[src/rtl/inep_pkg.sv]
package inep_pkg;

    // index of one storage half
    typedef logic half_t;

    // next half in commit order; single mode always stays on half 0
    function automatic half_t next_half(input half_t h, input logic dbl);
        return dbl ? ~h : 1'b0;
    endfunction

endpackage

[src/rtl/inep_store.sv]
module inep_store #(
    parameter int DW    = 8,
    parameter int DEPTH = 128,
    localparam int AW   = $clog2(DEPTH)
) (
    input  logic          clk,
    input  logic          we,
    input  logic [AW-1:0] waddr,
    input  logic [DW-1:0] wdata,
    input  logic [AW-1:0] raddr,
    output logic [DW-1:0] rdata
);

    logic [DW-1:0] mem [DEPTH];

    always_ff @(posedge clk) begin
        if (we) mem[waddr] <= wdata;
    end

    assign rdata = mem[raddr];

endmodule

[src/rtl/inep_rdptr.sv]
module inep_rdptr #(
    parameter int W = 6
) (
    input  logic         clk,
    input  logic         rst_n,
    input  logic         clr,
    input  logic         inc,
    output logic [W-1:0] ptr
);

    logic [W-1:0] ptr_d, ptr_q;

    always_comb begin
        ptr_d = ptr_q;
        if (clr)      ptr_d = '0;
        else if (inc) ptr_d = ptr_q + W'(1);
    end

    always_ff @(posedge clk or negedge rst_n) begin
        if (!rst_n) ptr_q <= '0;
        else        ptr_q <= ptr_d;
    end

    assign ptr = ptr_q;

endmodule

[src/rtl/inep_tx_buffer.sv]
module inep_tx_buffer #(
    parameter int DW      = 8,
    parameter int MAXP    = 64,
    localparam int LEN_W  = $clog2(MAXP + 1),
    localparam int IDX_W  = $clog2(MAXP),
    localparam int AW     = IDX_W + 1
) (
    input  logic             clk,
    input  logic             rst_n,
    input  logic             dbl_mode,
    input  logic             cpu_wr_en,
    input  logic [DW-1:0]    cpu_wr_data,
    input  logic             ctl_wr,
    input  logic             ctl_commit,
    input  logic             ctl_clear,
    input  logic             clr_sie,
    input  logic             clr_all,
    output logic             cpu_busy,
    output logic             cpu_valid,
    output logic [LEN_W-1:0] cpu_len,
    output logic             tx_avail,
    output logic [LEN_W-1:0] tx_len,
    input  logic             tx_rd,
    output logic [DW-1:0]    tx_data,
    input  logic             tx_done
);
    import inep_pkg::*;

    typedef struct packed {
        logic [1:0]            full;
        logic [1:0][LEN_W-1:0] len;
        half_t                 cpu;
        half_t                 sie;
        logic                  zlp_pend;
        half_t                 zlp_half;
    } st_t;

    st_t             st_d, st_q;
    logic            rd_clr;
    logic            wr_en;
    logic [AW-1:0]   wr_addr;
    logic [IDX_W-1:0] rd_ptr;
    half_t           ch;

    always_comb begin
        st_d    = st_q;
        rd_clr  = 1'b0;
        wr_en   = 1'b0;
        wr_addr = '0;
        ch      = st_q.cpu;
        if (clr_all) begin
            st_d   = '0;
            rd_clr = 1'b1;
        end else begin
            // serial side: packet sent or discarded
            if ((tx_done || clr_sie) && st_q.full[st_q.sie]) begin
                st_d.full[st_q.sie] = 1'b0;
                st_d.len[st_q.sie]  = '0;
                rd_clr              = 1'b1;
                if (st_q.zlp_pend && st_q.zlp_half == st_q.sie)
                    st_d.zlp_pend = 1'b0;
                st_d.sie = next_half(st_q.sie, dbl_mode);
            end
            ch = st_d.cpu;
            // processor side: clear acts before commit
            if (ctl_wr && ctl_clear) begin
                if (dbl_mode && st_d.full[ch]) begin
                    if (st_d.sie == ch) begin
                        rd_clr   = 1'b1;
                        st_d.sie = ~ch;
                    end
                    st_d.full[ch] = 1'b0;
                end
                if (!st_d.full[ch]) begin
                    st_d.len[ch] = '0;
                    if (st_d.zlp_pend && st_d.zlp_half == ch)
                        st_d.zlp_pend = 1'b0;
                end
            end
            if (ctl_wr && ctl_commit) begin
                if (!st_d.full[ch]) begin
                    st_d.full[ch] = 1'b1;
                    if (ctl_clear) begin
                        st_d.zlp_pend = 1'b1;
                        st_d.zlp_half = ch;
                    end
                    st_d.cpu = next_half(ch, dbl_mode);
                end
            end else if (cpu_wr_en && !ctl_wr && !st_d.full[ch]) begin
                wr_en        = 1'b1;
                wr_addr      = {ch, st_d.len[ch][IDX_W-1:0]};
                st_d.len[ch] = st_d.len[ch] + LEN_W'(1);
                if (st_d.len[ch] == LEN_W'(MAXP)) begin
                    st_d.full[ch] = 1'b1;
                    st_d.cpu      = next_half(ch, dbl_mode);
                end
            end
        end
    end

    always_ff @(posedge clk or negedge rst_n) begin
        if (!rst_n) st_q <= '0;
        else        st_q <= st_d;
    end

    inep_rdptr #(.W(IDX_W)) u_rdptr (
        .clk   (clk),
        .rst_n (rst_n),
        .clr   (rd_clr),
        .inc   (tx_rd && st_q.full[st_q.sie] && !rd_clr),
        .ptr   (rd_ptr)
    );

    inep_store #(.DW(DW), .DEPTH(2 * (1 << IDX_W))) u_store (
        .clk   (clk),
        .we    (wr_en),
        .waddr (wr_addr),
        .wdata (cpu_wr_data),
        .raddr ({st_q.sie, rd_ptr}),
        .rdata (tx_data)
    );

    assign cpu_busy  = st_q.full[st_q.cpu];
    assign cpu_len   = st_q.len[st_q.cpu];
    assign cpu_valid = st_q.zlp_pend;
    assign tx_avail  = st_q.full[st_q.sie];
    assign tx_len    = st_q.len[st_q.sie];

endmodule

[config.mk]
export PLATFORM = sky130hd
export DESIGN_NAME = inep_tx_buffer
export DESIGN_NICKNAME = d
export VERILOG_FILES = /design/src/rtl/inep_pkg.sv /design/src/rtl/inep_store.sv /design/src/rtl/inep_rdptr.sv /design/src/rtl/inep_tx_buffer.sv
export SDC_FILE = /design/constraint.sdc
export NUM_CORES = 1
export LEC_CHECK = 0
export BUFFER_PORTS_ARGS = -buffer_cell sky130_fd_sc_hd__clkbuf_2
export CAP_MARGIN = 30
export CELL_PAD_IN_SITES_DETAIL_PLACEMENT = 0
export CELL_PAD_IN_SITES_GLOBAL_PLACEMENT = 1
export CORE_UTILIZATION = 35
export CTS_CLUSTER_SIZE = 14
export DETAILED_ROUTE_END_ITERATION = 10
export PLACE_DENSITY = 0.52
export SYNTH_ARGS = -nofsm -noshare
export SYNTH_HDL_FRONTEND = slang
export SYNTH_SLANG_ARGS = --single-unit
[constraint.sdc]
create_clock -name clk -period 3.67 [get_ports clk]
set_input_delay 0.734 -clock clk [delete_from_list [all_inputs] [get_ports clk]]
set_output_delay 0.734 -clock clk [all_outputs]
set_load 0.02 [all_outputs]
==> key figures <==
Global routing
  – Antenna violations before repair: 4
  – Total global routing track utilization: 0.186
  – Vias in the first global route: between 20000 and 25000
  – Congestion Overflow GR: 0
  – Largest net degree at the start of global routing: 88
  – First-pass GRT wire length: 159 mm

Floorplanning
  – Initial core utilization: 0.355
  – Die Footprint: 120000 sq um
  – Core footprint: 117000 sq um
  – Num rows: 125
  – Die Ht: 346 um
  – I/O pin count: 44
  – Die X: 346 um

Clock tree
  – Clk_lat worst skew: 0.71 ns
  – Sink Count: 1050
  – CTS H-tree lvls: 3
  – Clock transition at path regs: 0.06 ns
  – CTS hold repair buffers: 0
  – CTS root buffer: clkbuf_16
  – Maximum clock path buffer count: 3
  – Inserted Clock Buffers: 111
  – CTS tree: done

Route
  – Vias per cell: 5.28
  – Remaining DRCs: 0
  – TritonRoute pass-1 iters: 5
  – Drt first-iter violations: 2079
  – Drt total wl: 110 mm
  – Detail Route Antenna Nets: 0
  – Via count: 20500
  – Drt wl/cell: around 28 um

Timing
  – Clk_skew: 0.0369 ns
  – RSZ-0062 raised after global routing: true
  – Slew Viols, Final: 0
  – Final hold violation count: 0
  – Total negative slack: -7.04 ns
  – Final min period: 4.58 ns
  – Final setup viols: 8
  – Worst rel slew slack: 0.366
  – Slew at the pin closest to its max-slew limit: 0.952 ns
  – Setup WS post-layout: -0.914 ns
  – Max Fclk: 218 MHz
  – Final Cycle Share: 1.25

Cells and area
  – Fin cells: 3876
  – Area delta synth->final: 21.0%
  – Area occupied by registers: 31400 sq um
  – Fillers: roughly 10000
  – Area of the multi-input gates: 9610 sq um
  – Final #Nets: about 2300
  – Layout cells sized above 1: 0.388

Power and ir drop
  – Static leakage: between 15 and 20 nW
  – Pwr/cell area: a little over 500 nW/um^2
  – Worst VDD drop: 352 uV
  – Total Power: 0.0253 W

Synthesis
  – Synth top cells by count: edfxtp_1 (1024), mux4_2 (336), nor2_1 (161)
  – Largest cells by area after synthesis: edfxtp_1 (74%), mux4_2 (18%), dfrtp_1 (1.6%)
  – Avg Inst Size Synth: 22.2 sq um
  – Synth top area share: 0.742
  – Syn_nets: 1892
  – Main synth FF type: edfxtp_1
  – Post-synth ARST share: 0.0248
  – Cells after Synth: 1871
  – Sequential element share of the synthesized area: 0.757
  – Count of unique library cells instantiated by Yosys: 52
  – Post-synth EDFFs: 1024
  – Post-synthesis cell area: 41500 sq um
  – Syn. warnings: 0
  – Yosys reg bits: approximately 1100
  – Most frequent cell after synthesis: edfxtp_1
  – Post-synth top area cell: edfxtp_1

Worst setup path
  – Critical Path End Type: output port
  – Startpoint Class: flop
  – Crit-path max FO: 7
  – Crit Path Category: flop to output port
  – CP arrival: 3.85 ns
  – CP required: 2.94 ns

Outcome
  – Failing checks: negative setup slack
  – Outcome: finished with violations

Place
  – Inst Count DP: 3614
  – DP HPWL: around 72 mm
  – IO buf count: 43
  – Gpl congestion: 0.771

Worst hold path
  – HP Class: input pin to asynchronous set/reset pin

Flow run
  – Max-cap viol count: 0
[worst max-delay path: stages (launching register included)]
cell and delay, ns:
dfrtp_4 0.43, buf_8 0.14, buf_8 0.15, buf_8 0.13, mux4_2 0.58, mux4_2 0.59, mux4_2 0.62, mux2_4 0.35
buf_6 0.14
[report_power, final]
part | internal (W) | switching (W) | leakage [nW] | total (W)
clock | 0.00650 | 0.00471 | 1.77 | 0.0112
sequential | 0.0132 | 0.00000644 | 9.56 | 0.0132
combinational | 0.000395 | 0.000535 | 4.58 | 0.000930
[logic make-up (layout without fill, tap and decap cells)]
group / count (synthesis) / in the layout / share of synthesized area
xor gates and xnor gates: 15 / 15 / 0.00317
AOI/OAI and AO/OA: 73 / 73 / 0.0120
and+or+nand+nor: 259 / 259 / 0.0261
other: 0 / 2 / 0
adders and majority gates: 2 / 2 / 0.000603
buffers and inverters: 111 / 590 / 0.0116
muxes: 361 / 361 / 0.189
DFF: 1050 / 1050 / 0.757
[through the flow]
step | hold slack (ns) | setup slack, ns | instance area, sq um | util
floorplan | 0.438 | 0.138 | 41500 | -
global placement | 0.527 | -0.405 | 45700 | 0.391
detailed placement | 0.532 | -0.381 | 45800 | 0.392
CTS | 0.0696 | -1.05 | 49700 | 0.425
global route | 0.134 | -0.995 | 50200 | 0.429
finish | 0.0878 | -0.914 | 50200 | 0.429
[registers in the layout, summed over array words and instances, names as in the netlist]
name,flops
ch,1
cpu_valid,1
st_q,18
u_rdptr.ptr,6
u_store.mem,1024
[cell usage in the layout (no fill, tap or decap), types with 8 or more instances in the layout]
cell type / instances
buf_6: 20
clkbuf_2: 28
nand3_1: 14
mux4_2: 336
nand2_1: 49
mux2_4: 8
clkbuf_1: 15
xor2_1: 9
clkinvlp_4: 8
nand4_1: 9
a21oi_1: 15
dfrtp_1: 23
o21ai_0: 14
nor2_1: 161
clkinv_2: 23
edfxtp_1: 1024
bufinv_16: 12
clkinv_1: 22
mux2_2: 14
clkbuf_16: 114
buf_12: 38
buf_8: 9
buf_4: 276
[routing by layer]
| layer | track usage | vias up | part of all wire |
|---|---|---|---|
| met5 | 0 | - | 0 |
| met4 | 0.0461 | 0 | 0.017 |
| met3 | 0.0322 | 117 | 0.054 |
| met2 | 0.303 | 581 | 0.49 |
| met1 | 0.259 | 11100 | 0.44 |
| li1 | - | 8677 | - |
[area by class of cell]
cell class | count | share of cell area
clock buffers | 130 | 0.0578
flip-flops and latches | 1050 | 0.626
multi-input cells | 710 | 0.192
inverters | 7 | 0.000648
clock inverters | 73 | 0.0146
diodes | 2 | 0.0000998
repair buffers | 380 | 0.0713
well taps | 1524 | 0.0380
[worst paths after layout]
kind / startpoint / to / slack (ns) / cells past startpoint
max in group asynchronous: rst_n / u_rdptr.ptr[0] / 2.99 / 1
hold reg to reg: cpu_valid / cpu_valid / 0.53 / 2
min in group clk: ctl_clear / cpu_valid / 0.33 / 3
hold / removal: rst_n / st_q[4] / 0.09 / 1
setup / recovery: u_rdptr.ptr[0] / tx_data[6] / -0.91 / 8
setup reg to reg: st_q[2] / ch / 0.42 / 13
[timing repair]
item                                    in CTS  in global routing
pin swaps                                    0                  0
gates resized for setup                     27                 38
gates cloned                                 1                  2
endpoints found under the setup margin       8                 11
hold endpoints to repair                     0                  0
setup buffers                               18                 37
No activity file was read; power rests on OpenSTA's default activity.
